--- src/rtl/phy_seq_pkg.sv ---
package phy_seq_pkg;

  typedef enum logic [1:0] {
    OP_ADDR  = 2'd0,
    OP_WRITE = 2'd1,
    OP_READ  = 2'd2
  } cr_op_e;

  typedef enum logic [3:0] {
    ST_IDLE,
    ST_PRE,
    ST_RST_ADDR,
    ST_RST_WR,
    ST_POST,
    ST_STAT_ADDR,
    ST_STAT_RD,
    ST_GAP,
    ST_FIN
  } seq_st_e;

  localparam logic [15:0] REG_CLK_RESET = 16'h7F3F;
  localparam logic [15:0] VAL_RESET_EN  = 16'h0001;
  localparam logic [15:0] REG_LANE_STAT = 16'h2003;
  localparam int          LOCK_BIT      = 1;

  // Receive PLL reported stable in a lane status word
  function automatic logic lane_stable(input logic [15:0] word);
    return word[LOCK_BIT];
  endfunction

  // Counter width able to hold the longest of three tick delays
  function automatic int delay_width(input int a, input int b, input int c);
    int m;
    m = a;
    if (b > m) m = b;
    if (c > m) m = c;
    if (m < 1) m = 1;
    return $clog2(m + 1);
  endfunction

endpackage

--- src/rtl/phy_seq_tick_delay.sv ---
module phy_seq_tick_delay #(
  parameter int CNT_W = 8
) (
  input  logic             clk,
  input  logic             rst_n,
  input  logic             load_i,
  input  logic [CNT_W-1:0] len_i,
  input  logic             tick_i,
  output logic             expire_o
);
  logic [CNT_W-1:0] cnt_q;

  always_ff @(posedge clk or negedge rst_n) begin
    if (!rst_n)                       cnt_q <= '0;
    else if (load_i)                  cnt_q <= len_i;
    else if (tick_i && cnt_q != '0)   cnt_q <= cnt_q - 1'b1;
  end

  assign expire_o = tick_i && (cnt_q == CNT_W'(1));
endmodule

--- src/rtl/phy_seq_read_budget.sv ---
module phy_seq_read_budget #(
  parameter int MAX_READS = 6,
  localparam int RD_W = $clog2(MAX_READS + 1)
) (
  input  logic            clk,
  input  logic            rst_n,
  input  logic            clear_i,
  input  logic            count_i,
  output logic [RD_W-1:0] used_o,
  output logic            last_o
);
  logic [RD_W-1:0] used_q;

  always_ff @(posedge clk or negedge rst_n) begin
    if (!rst_n)       used_q <= '0;
    else if (clear_i) used_q <= '0;
    else if (count_i) used_q <= used_q + 1'b1;
  end

  assign used_o = used_q;
  assign last_o = (used_q == RD_W'(MAX_READS - 1));
endmodule

--- src/rtl/phy_bringup_seq.sv ---
module phy_bringup_seq
  import phy_seq_pkg::*;
#(
  parameter int PRE_RESET_TICKS  = 100,
  parameter int POST_RESET_TICKS = 100,
  parameter int POLL_GAP_TICKS   = 1000,
  parameter int MAX_READS        = 6
) (
  input  logic        clk,
  input  logic        rst_n,
  input  logic        start_i,
  input  logic        tick_i,
  output logic        cr_req_o,
  output logic [1:0]  cr_op_o,
  output logic [15:0] cr_data_o,
  input  logic        cr_done_i,
  input  logic        cr_err_i,
  input  logic [15:0] cr_rdata_i,
  output logic        locked_o,
  output logic        timeout_o,
  output logic        error_o,
  output logic        done_o
);
  localparam int TMR_W = delay_width(PRE_RESET_TICKS, POST_RESET_TICKS, POLL_GAP_TICKS);
  localparam int RD_W  = $clog2(MAX_READS + 1);
  localparam logic [TMR_W-1:0] PRE_LEN  = TMR_W'(PRE_RESET_TICKS);
  localparam logic [TMR_W-1:0] POST_LEN = TMR_W'(POST_RESET_TICKS);
  localparam logic [TMR_W-1:0] GAP_LEN  = TMR_W'(POLL_GAP_TICKS);

  seq_st_e st_q, st_d;
  logic tmr_load, tmr_expire;
  logic [TMR_W-1:0] tmr_len;
  logic rd_clear, rd_count, rd_last;
  logic [RD_W-1:0] reads_used;
  logic locked_q, timeout_q, error_q;
  logic locked_d, timeout_d, error_d;

  // Named events, also observed by the checker
  logic xfer_ok, xfer_fail, stat_seen, busy;
  assign xfer_ok   = cr_req_o && cr_done_i && !cr_err_i;
  assign xfer_fail = cr_req_o && cr_err_i;
  assign stat_seen = lane_stable(cr_rdata_i);
  assign busy      = (st_q != ST_IDLE) && (st_q != ST_FIN);

  phy_seq_tick_delay #(.CNT_W(TMR_W)) u_delay (
    .clk(clk), .rst_n(rst_n), .load_i(tmr_load), .len_i(tmr_len),
    .tick_i(tick_i), .expire_o(tmr_expire)
  );

  phy_seq_read_budget #(.MAX_READS(MAX_READS)) u_budget (
    .clk(clk), .rst_n(rst_n), .clear_i(rd_clear), .count_i(rd_count),
    .used_o(reads_used), .last_o(rd_last)
  );

  always_comb begin
    st_d      = st_q;
    tmr_load  = 1'b0;
    tmr_len   = '0;
    rd_clear  = 1'b0;
    rd_count  = 1'b0;
    locked_d  = locked_q;
    timeout_d = timeout_q;
    error_d   = error_q;
    if (xfer_fail) begin
      st_d    = ST_FIN;
      error_d = 1'b1;
    end else begin
      case (st_q)
        ST_IDLE, ST_FIN: if (start_i) begin
          st_d      = ST_PRE;
          tmr_load  = 1'b1;
          tmr_len   = PRE_LEN;
          rd_clear  = 1'b1;
          locked_d  = 1'b0;
          timeout_d = 1'b0;
          error_d   = 1'b0;
        end
        ST_PRE:      if (tmr_expire) st_d = ST_RST_ADDR;
        ST_RST_ADDR: if (xfer_ok)    st_d = ST_RST_WR;
        ST_RST_WR:   if (xfer_ok) begin
          st_d     = ST_POST;
          tmr_load = 1'b1;
          tmr_len  = POST_LEN;
        end
        ST_POST:      if (tmr_expire) st_d = ST_STAT_ADDR;
        ST_STAT_ADDR: if (xfer_ok)    st_d = ST_STAT_RD;
        ST_STAT_RD:   if (xfer_ok) begin
          rd_count = 1'b1;
          if (stat_seen) begin
            st_d     = ST_FIN;
            locked_d = 1'b1;
          end else if (rd_last) begin
            st_d      = ST_FIN;
            timeout_d = 1'b1;
          end else begin
            st_d     = ST_GAP;
            tmr_load = 1'b1;
            tmr_len  = GAP_LEN;
          end
        end
        ST_GAP:  if (tmr_expire) st_d = ST_STAT_ADDR;
        default: st_d = ST_IDLE;
      endcase
    end
  end

  always_ff @(posedge clk or negedge rst_n) begin
    if (!rst_n) begin
      st_q      <= ST_IDLE;
      locked_q  <= 1'b0;
      timeout_q <= 1'b0;
      error_q   <= 1'b0;
    end else begin
      st_q      <= st_d;
      locked_q  <= locked_d;
      timeout_q <= timeout_d;
      error_q   <= error_d;
    end
  end

  always_comb begin
    cr_req_o  = 1'b1;
    cr_op_o   = OP_ADDR;
    cr_data_o = '0;
    case (st_q)
      ST_RST_ADDR:  cr_data_o = REG_CLK_RESET;
      ST_RST_WR:    begin cr_op_o = OP_WRITE; cr_data_o = VAL_RESET_EN; end
      ST_STAT_ADDR: cr_data_o = REG_LANE_STAT;
      ST_STAT_RD:   cr_op_o = OP_READ;
      default:      cr_req_o = 1'b0;
    endcase
  end

  assign locked_o  = locked_q;
  assign timeout_o = timeout_q;
  assign error_o   = error_q;
  assign done_o    = (st_q == ST_FIN);
endmodule

--- config.mk ---
export PLATFORM = sky130hd
export DESIGN_NAME = phy_bringup_seq
export DESIGN_NICKNAME = d
export VERILOG_FILES = /design/src/rtl/phy_seq_pkg.sv /design/src/rtl/phy_seq_tick_delay.sv /design/src/rtl/phy_seq_read_budget.sv /design/src/rtl/phy_bringup_seq.sv
export SDC_FILE = /design/constraint.sdc
export NUM_CORES = 1
export LEC_CHECK = 0
export BUFFER_PORTS_ARGS = -buffer_cell sky130_fd_sc_hd__clkbuf_2
export CORE_AREA = 5 5 80 82
export CTS_BUF_LIST = sky130_fd_sc_hd__clkbuf_16
export DETAILED_ROUTE_END_ITERATION = 7
export DIE_AREA = 0 0 85 87
export GPL_ROUTABILITY_DRIVEN = 0
export REMOVE_ABC_BUFFERS = 1
export SLEW_MARGIN = 15
export SYNTH_ARGS = -nofsm -noshare
export SYNTH_HDL_FRONTEND = slang
export SYNTH_HIERARCHICAL = 1
export SYNTH_SLANG_ARGS = --single-unit
--- constraint.sdc ---
create_clock -name clk -period 2.36 [get_ports clk]
set_input_delay 0.236 -clock clk [delete_from_list [all_inputs] [get_ports clk]]
set_output_delay 0.236 -clock clk [all_outputs]
set_load 0.02 [all_outputs]
==> results.cfg, run 1 <==
[placement]
hpwl_microns = 2750
placed_cells = 284
portBuffers = 26

[critical_path]
cp.required_ps = 2120
cp_max_fo = 9
reg2reg_slack_ps = 310
critPathLaunchType = register
critical_path_class = register to output port
critPathArrivalTime_ps = 1830
endpoint_kind = output port

[yosys]
yosysTopAreaCell = dfrtp_1
yosys.area.top_type_share = 0.3167
syn-instance-count = 187
synth_flop_cell = dfrtp_1
synthesis.area_sq_um = 1580
yosysSeqAreaShare = 0.3167
synth_area_leaders = dfrtp_1 32%, buf_4 6.2%, a21oi_1 4.4%
yosys_warnings = 6
async_reset_ff_frac = 1.000
synth.distinct_cells = 59
ys_seq_elements = 20
syn_area_per_cell_sq_um = 8.451
synth-edff-count = 0

[pwr]
powerDensity_nw_per_um2 = 1157
leakage_nw = 0.8373
intPower_mw = 1.184
p_sw_frac = 0.4494
p_comb_frac = 0.545
seqPwrFrac = 0.290
pwr-share-clk = 0.165
power.total_mw = 2.151
ir_drop_uv = 474.7
p_sw_uw = 966.5

[cts]
cts_num_sinks = 20
post_cts_buffers = 0
cts_max_level = 1
numCtsBuffers = 3
cts_max_path_buffers = 2
clkTransAtPathRegs_ps = 60
cts-root-buf = clkbuf_16
clk_latency_ps = 250
cts_tree = yes

[detailed_routing]
vias = 1435
firstDrtPassIters = 4
drc = 0
drtIter0Drc = 69
routed_via_density = 4.983
wl_per_cell_microns = 12.64
wirelength_microns = 3641
drtAntennaViolNets = 0

[layout]
nets = 241
layout_commonest_cell = clkbuf_2
stdcell_count = 288
syn_to_final_growth_pct = 17.66
final_cell_mix = 26 x clkbuf_2, 20 x dfrtp_1, 17 x nand2_1, 13 x a21oi_1, 12 x nor2_1
fin_util = 0.3276
antenna_cells = 0
drive_gt1_frac = 0.2535

[timing]
rsz0062_at_grt = false
worst_pin_slew_ps = 556.8
final-hold-violation-count = 0
slew_headroom = 0.6288
maxSlewViolCount = 0
fin_crit_ps = 2071
whs_ps = 306.4
fin_crit_sh = 0.8774
fmax_ghz = 0.4829
finalSetupViolations = 0
fin_setup_tns_ps = 0
finClkSkew_ps = 2.688

[floorplanning]
start_util = 0.2784
core_area_sq_um = 5675
die_x_microns = 85
dieArea_sq_um = 7395
ios = 45
row_count = 28
die_h_microns = 87

[grt]
groute.usage.overall = 0.1031
gr-total-overflow = 0
antenna_found_initial = 0
grt_max_degree = 21
grt_pass1_vias = 1362
grt_pass1_wl_microns = 6258

[flow_run]
maxCapViolCount = 0

[status]
status = finished clean

[worst_hold_path]
hp-class = input port to register
==> cell usage after synthesis (2+ instances only) <==
master	instances
a211oi_1	3
a211oi_2	2
a21o_1	2
a21oi_1	14
a2bb2oi_1	2
a31oi_1	3
buf_2	3
buf_4	13
clkbuf_1	3
dfrtp_1	20
ha_1	4
inv_1	11
mux2i_1	3
nand2_1	17
nand3_1	8
nor2_1	12
nor2b_1	4
nor4_1	5
o21a_1	2
o21ai_0	8
o21ai_1	4
or3_1	2
or3b_2	2
xnor2_1	5
==> metrics by stage <==
| stage | area (sq um) | setup slack [ps] |
|---|---|---|
| 6_report | 1859 | 289.2 |
| 5_1_grt | 1859 | 120.4 |
| 3_5_place_dp | 1770 | 279.7 |
| 3_3_place_gp | 1770 | 286.4 |
| 4_1_cts | 1856 | 192.9 |
| 2_1_floorplan | 1464 | -4173 |
==> cell type report <==
cell class | count | area [sq um]
multi-input cells | 141 | 925.9
clock buffers | 3 | 75.07
flip-flops and latches | 20 | 500.5
fillers | 609 | 3816
inverters | 11 | 41.29
repair buffers | 38 | 222.7
well taps | 75 | 93.84
==> final timing paths <==
kind | from | to | depth (start not counted)
max in group asynchronous | rst_n | u_delay/cnt_q[8] | 2
min reg2reg | locked_o | locked_o | 2
min in group asynchronous | rst_n | u_delay/cnt_q[4] | 2
max | st_q[1] | cr_data_o[0] | 6
max reg2reg | u_delay/cnt_q[6] | st_q[1] | 6
min | cr_rdata_i[1] | locked_o | 3
==> layer usage <==
layer  part of all wire  GRT usage  vias to the layer above
li1                   -          -                      712
met1               0.45     0.1351                      664
met2               0.47     0.1702                       55
met3              0.066    0.02838                        4
met4              0.012    0.02158                        0
met5                  0          0                        -
==> power by group through the flow <==
stage | registers [mW] | logic (mW) | clock network, mW
CTS | 0.625 | 1.17 | 0.365
finish | 0.624 | 1.17 | 0.355
detailed placement | 0.631 | 1.17 | 0
floorplan | 0.655 | 0.762 | 0
global route | 0.646 | 1.30 | 0.377
global placement | 0.627 | 1.16 | 0
==> registers in the layout, summed over array words and instances (netlist names) <==
signal and cells:
error_o 1, locked_o 1, u_budget/used_o 3, timeout_o 1, st_q 4, u_delay/cnt_q 10
==> timing repair <==
action / CTS / global route
hold buffers: 1 / 0
endpoints found under the hold margin: 20 / 0
setup endpoints to repair: 0 / 5
gates resized for setup: 0 / 2
==> worst max-delay path, stage by stage (launching register included) <==
cell,delay (ps)
dfrtp_1,470
buf_4,210
nor2b_1,240
nand2_1,110
a21oi_2,240
or2_2,150
clkbuf_2,160
==> logic make-up (layout without fill, tap and decap cells) <==
| kind of cell | count (synthesis) | count (layout) | synth area share |
|---|---|---|---|
| compound gates | 52 | 52 | 0.2193 |
| xor+xnor | 6 | 6 | 0.03325 |
| fa+ha+maj | 4 | 4 | 0.03167 |
| buf+inv | 31 | 52 | 0.1116 |
| flops | 20 | 20 | 0.3167 |
| mux | 4 | 4 | 0.02850 |
| other cells | 1 | 6 | 0.002373 |
| simple gates | 69 | 69 | 0.2566 |
Power figures use the tool's default switching activity.
==> inputs of run 2 (changes only) <==
CORE_AREA = 5 5 77 79   (was 5 5 80 82)
DIE_AREA = 0 0 82 84   (was 0 0 85 87)
SYNTH_HIERARCHICAL = unset   (was 1)
==> run 2 against run 1 <==
  * Die area shrank 6.9%
  * Critical endpoint unchanged
  * Worst setup slack lost 9.0 ps
  * Combinational power shrank 30%
  * First-iteration DRC count shrank 41%
  * Synthesized cell count shrank 17%
  * Register-to-register slack gained 210 ps
==> results.cfg, run 2 <==
[worst_hold_path]
hold_path_depth = 2
hp-class = input port to register
hp-start = cr_rdata_i[1]
min_to = timeout_o

[layout]
layout_commonest_cell = clkbuf_2
final_cell_area_sq_um = 1629
syn_to_final_growth_pct = 13.41
largest_register_ffs = 10
multi_input_area_sq_um = 770.7
regMostFlops = u_delay.cnt_q
final_cell_mix = 26 x clkbuf_2, 20 x dfrtp_1, 19 x nand2_1, 12 x nor2_1, 10 x o21ai_0
seq_area_sq_um = 500.5
nets = 199
nFillCells = 566
drive_gt1_frac = 0.2573
stdcell_count = 243
antenna_cells = 0

[yosys]
yosys.area.top_type_share = 0.3484
synthesis.area_sq_um = 1436
async_reset_ff_frac = 1.000
synthAdderAreaFrac = 0.04355
synth.distinct_cells = 46
syn_area_per_cell_sq_um = 9.267
synth_top_cells_by_count = 20 x dfrtp_1, 19 x nand2_1, 13 x buf_4
ys_seq_elements = 20
synth-simple-area-share = 0.2596
synth_flop_cell = dfrtp_1
yosysTopAreaCell = dfrtp_1
yosysSeqAreaShare = 0.3484
synth_compound_area_frac = 0.1646
synth-xor-area-share = 0.06098
synth.mux.area_fraction = 0
synth-edff-count = 0
syn-instance-count = 155
yosys_warnings = 0
synth_top_family_by_area = simple AND/OR/NAND/NOR gates
synth_area_leaders = dfrtp_1 35%, buf_4 6.8%, nand2_1 5.0%
synth.most_common_cell = dfrtp_1

[timing]
fin_setup_tns_ps = 0
finalSetupViolations = 0
finClkSkew_ps = 3.209
slew_headroom = 0.6272
rsz0062_at_grt = false
final-hold-violation-count = 0
fin_crit_ps = 2080
worst_pin_slew_ps = 553.4
fmax_ghz = 0.4808
maxSlewViolCount = 0
fin_crit_sh = 0.8813

[critical_path]
cp.required_ps = 2120
reg2reg_to = u_delay.cnt_q[1]
r2r_cells = 5
critPathLaunchType = register
r2r-start = u_budget.used_o[0]
endpoint_kind = output port
critical_path_class = register to output port
reg2reg_slack_ps = 520
cp_max_fo = 13
critPathArrivalTime_ps = 1840

[grt]
grt_use_met1 = 0.1274
busiest_layer = met2
gr-total-overflow = 0
grt_max_degree = 21
grt_use_met3 = 0.02484
use_met2 = 0.1418
grt_pass1_wl_microns = 5195
antenna_found_initial = 0
groute.usage.overall = 0.09441
grt_pass1_vias = 1124

[pwr]
leakage_nw = 0.7067
ir_drop_uv = 476.7
seqPwrFrac = 0.321
pwr-share-clk = 0.246
p_comb_frac = 0.433
power.total_mw = 1.887
powerDensity_nw_per_um2 = 1158
p_sw_uw = 790.3
p_sw_frac = 0.4188
intPower_mw = 1.097

[cts]
cts_max_path_buffers = 2
cts-root-buf = clkbuf_16
clk_latency_ps = 250
cts_tree = yes
post_cts_buffers = 0
cts_num_sinks = 20
numCtsBuffers = 3
clkTransAtPathRegs_ps = 60
cts_max_level = 1

[detailed_routing]
drtAntennaViolNets = 0
wl_per_cell_microns = 12.11
drc = 0
firstDrtPassIters = 4
routed_via_density = 4.490
wirelength_microns = 2942
drtIter0Drc = 41
vias = 1091

[flow_run]
maxCapViolCount = 0

[floorplanning]
ios = 45
start_util = 0.2726
row_count = 27
die_x_microns = 82
die_h_microns = 84
core_area_sq_um = 5270
dieArea_sq_um = 6888

[placement]
placed_cells = 238
portBuffers = 26
place_area_sq_um = 1514
hpwl_microns = 2210

[status]
status = finished clean
-- run 2: how the worst max path moves through the flow --
stage                             startpoint  cells past startpoint  slack [ps]          endpoint
after floorplan                      st_q[0]                      3       -1060     cr_data_o[10]
after global placement    u_budget.used_o[0]                      5         530  u_delay.cnt_q[4]
after detailed placement  u_budget.used_o[0]                      5         490  u_delay.cnt_q[1]
after CTS                            st_q[1]                      5         260      cr_data_o[0]
after global routing                 st_q[0]                      4         110     cr_data_o[12]
final                                st_q[1]                      5         280      cr_data_o[0]
-- run 2: what timing repair did --
action,in CTS,in global routing
setup endpoints to repair,0,0
gates resized for setup,0,0
hold buffers,1,0
hold endpoints to repair,20,0
-- run 2: metal layers --
layer,vias to the layer above,share of wire
met3,7,0.050
li1,549,-
met4,0,0.018
met2,35,0.45
met5,-,0
met1,500,0.48
-- run 2: cells by family after synthesis --
family | Yosys count
xor gates and xnor gates | 10
and+or+nand+nor | 63
other | 1
DFF | 20
buffers and inverters | 23
AOI/OAI and AO/OA | 33
adders and majority gates | 5
-- run 2: per-stage QoR --
stage	utilization	hold slack [ps]	setup slack, ps
floorplan	-	-59.59	-1062
global placement	0.2873	238.5	525.8
detailed placement	0.2873	240.9	486.5
CTS	0.3091	200.5	257.1
global route	0.3091	209.4	105.0
finish	0.3091	200.0	280.2
-- run 2: power by group through the flow --
stage | Combinational, mW | Clock [mW] | Sequential, mW
floorplan | 0.612 | 0 | 0.579
global placement | 0.816 | 0 | 0.610
detailed placement | 0.825 | 0 | 0.612
CTS | 0.833 | 0.474 | 0.607
global route | 0.923 | 0.489 | 0.632
finish | 0.817 | 0.464 | 0.606
-- run 2: cell type report --
type	count	area share
clock buffer	3	0.04608
inverter	6	0.01382
tap	72	0.05530
multi-input combinational	114	0.4731
sequential	20	0.3072
timing repair buffer	27	0.08602
clock inverter	1	0.01843
-- run 2: critical path, cell delays in order, from the launching register on --
cell and delay [ps]:
dfrtp_1 550, inv_1 140, or3_1 380, a21oi_1 220
or2_2 150, clkbuf_2 160
==> inputs of run 3 (changes only) <==
SETUP_SLACK_MARGIN = 0.5   (was unset)
==> run 3 against run 2 <==
  * Sequential cell count unchanged
  * Register-to-register slack better by 130 ps
  * Final cell count up 1.6%
  * Via count up 1.6%
  * Largest power group unchanged
  * Highest routed layer unchanged
==> results.cfg, run 3 (same netlist as run 2, synthesis figures left out) <==
[critical_path]
cp.required_ps = 2120
cp_top_family = simple AND/OR/NAND/NOR gates
slowest_stage = dfrtp_2
endpoint_kind = output port
cp_max_fo = 13
critical_path_class = register to output port
crit_path_cell_trace = inv_1 > and4_1 > or2_2 > clkbuf_2
crit_path_max_incr_delay_ps = 520
critPathArrivalTime_ps = 1610
worst-path-buf-inv = 2
critPathLaunchType = register

[status]
status = finished clean

[floorplanning]
dieArea_sq_um = 6888
die_x_microns = 82
core_area_sq_um = 5270
ios = 45
row_count = 27
die_h_microns = 84
start_util = 0.2726

[placement]
portBuffers = 26
pre_cts_slack_ps = 486.5
hpwl_microns = 2210

[pwr]
pwr-share-clk = 0.234
p_sw_frac = 0.4144
intPower_mw = 1.154
p_sw_uw = 817.0
powerDensity_nw_per_um2 = 1172
leakage_nw = 0.7217
p_comb_frac = 0.458
power.total_mw = 1.972
seqPwrFrac = 0.308
ir_drop_uv = 562.3

[timing]
finClkSkew_ps = 4.397
fmax_ghz = 0.5427
fin_setup_tns_ps = 0
fin_crit_ps = 1843
slew_headroom = 0.6551
final-hold-violation-count = 0
timing.final.ws_setup_ps = 517.4
rsz0062_at_grt = true
fin_crit_sh = 0.7808
maxSlewViolCount = 0
finalSetupViolations = 0
worst_pin_slew_ps = 517.3

[layout]
drive_gt1_frac = 0.3200
layout_commonest_cell = clkbuf_2
fin_util = 0.3193
final_cell_mix = 26 x clkbuf_2, 19 x nand2_1, 16 x dfrtp_1, 11 x nor2_1, 9 x o21ai_0
regMostFlops = u_delay.cnt_q
nets = 203
antenna_cells = 0
largest_register_ffs = 10
syn_to_final_growth_pct = 17.16

[flow_run]
maxCapViolCount = 0

[worst_hold_path]
hp-class = input port to register

[cts]
cts-root-buf = clkbuf_16
numCtsBuffers = 3
cts_max_path_buffers = 2
cts_max_level = 1
clk_latency_ps = 250
cts_num_sinks = 20
cts_tree = yes
clkTransAtPathRegs_ps = 60

[grt]
gr-total-overflow = 0
antenna_found_initial = 0
grt_pass1_vias = 1130
groute.usage.overall = 0.09506
grt_pass1_wl_microns = 5230
grt_max_degree = 21

[detailed_routing]
drc = 0
firstDrtPassIters = 4
wl_per_cell_microns = 12.29
vias = 1108
drtIter0Drc = 39
drtAntennaViolNets = 0
wirelength_microns = 3035
routed_via_density = 4.486
run 3: final cells by class:
| class | count | area, sq um |
|---|---|---|
| Sequential cell | 20 | 505.5 |
| Multi-Input combinational cell | 114 | 789.5 |
| Inverter | 6 | 22.52 |
| Clock inverter | 1 | 30.03 |
| Tap cell | 72 | 90.09 |
| Timing Repair Buffer | 31 | 170.2 |
| Clock buffer | 3 | 75.07 |
| Fill cell | 560 | 3587 |
run 3: final timing paths:
check                               from               end  slack (ps)  cells after the start
setup reg to reg                 st_q[3]  u_delay.cnt_q[2]         650                      5
min in group asynchronous          rst_n  u_delay.cnt_q[2]         500                      2
hold reg to reg                timeout_o         timeout_o         480                      2
hold / removal             cr_rdata_i[1]         timeout_o         210                      2
setup / recovery                 st_q[2]      cr_data_o[0]         520                      4
max in group asynchronous          rst_n           st_q[2]        1470                      2
run 3: stage by stage:
stage               hold WS, ps  cells  area [sq um]
finish                    208.4    247          1683
global route              214.4    247          1683
CTS                       200.5    243          1640
detailed placement        240.9    238          1514
global placement          238.5    238          1514
floorplan                -59.59    140          1294
run 3: timing repair:
item | in CTS | in global routing
hold endpoints to repair | 20 | 0
buffers inserted | 0 | 4
hold buffers | 1 | 0
resized for setup | 5 | 5
pin swaps | 0 | 1
setup endpoints to repair | 19 | 21
run 3: routing by layer:
| metal | GRT usage | share of wire |
|---|---|---|
| met1 | 0.1281 | 0.49 |
| met2 | 0.1433 | 0.45 |
| met3 | 0.02484 | 0.045 |
| met4 | 0.03625 | 0.014 |
| met5 | 0 | 0 |
run 3: power groups by stage:
stage / Sequential (mW) / Clock, mW / Combinational (mW)
finish: 0.607 / 0.462 / 0.902
detailed placement: 0.612 / 0 / 0.825
global route: 0.629 / 0.489 / 1.01
CTS: 0.611 / 0.474 / 0.843
global placement: 0.610 / 0 / 0.816
floorplan: 0.579 / 0 / 0.612
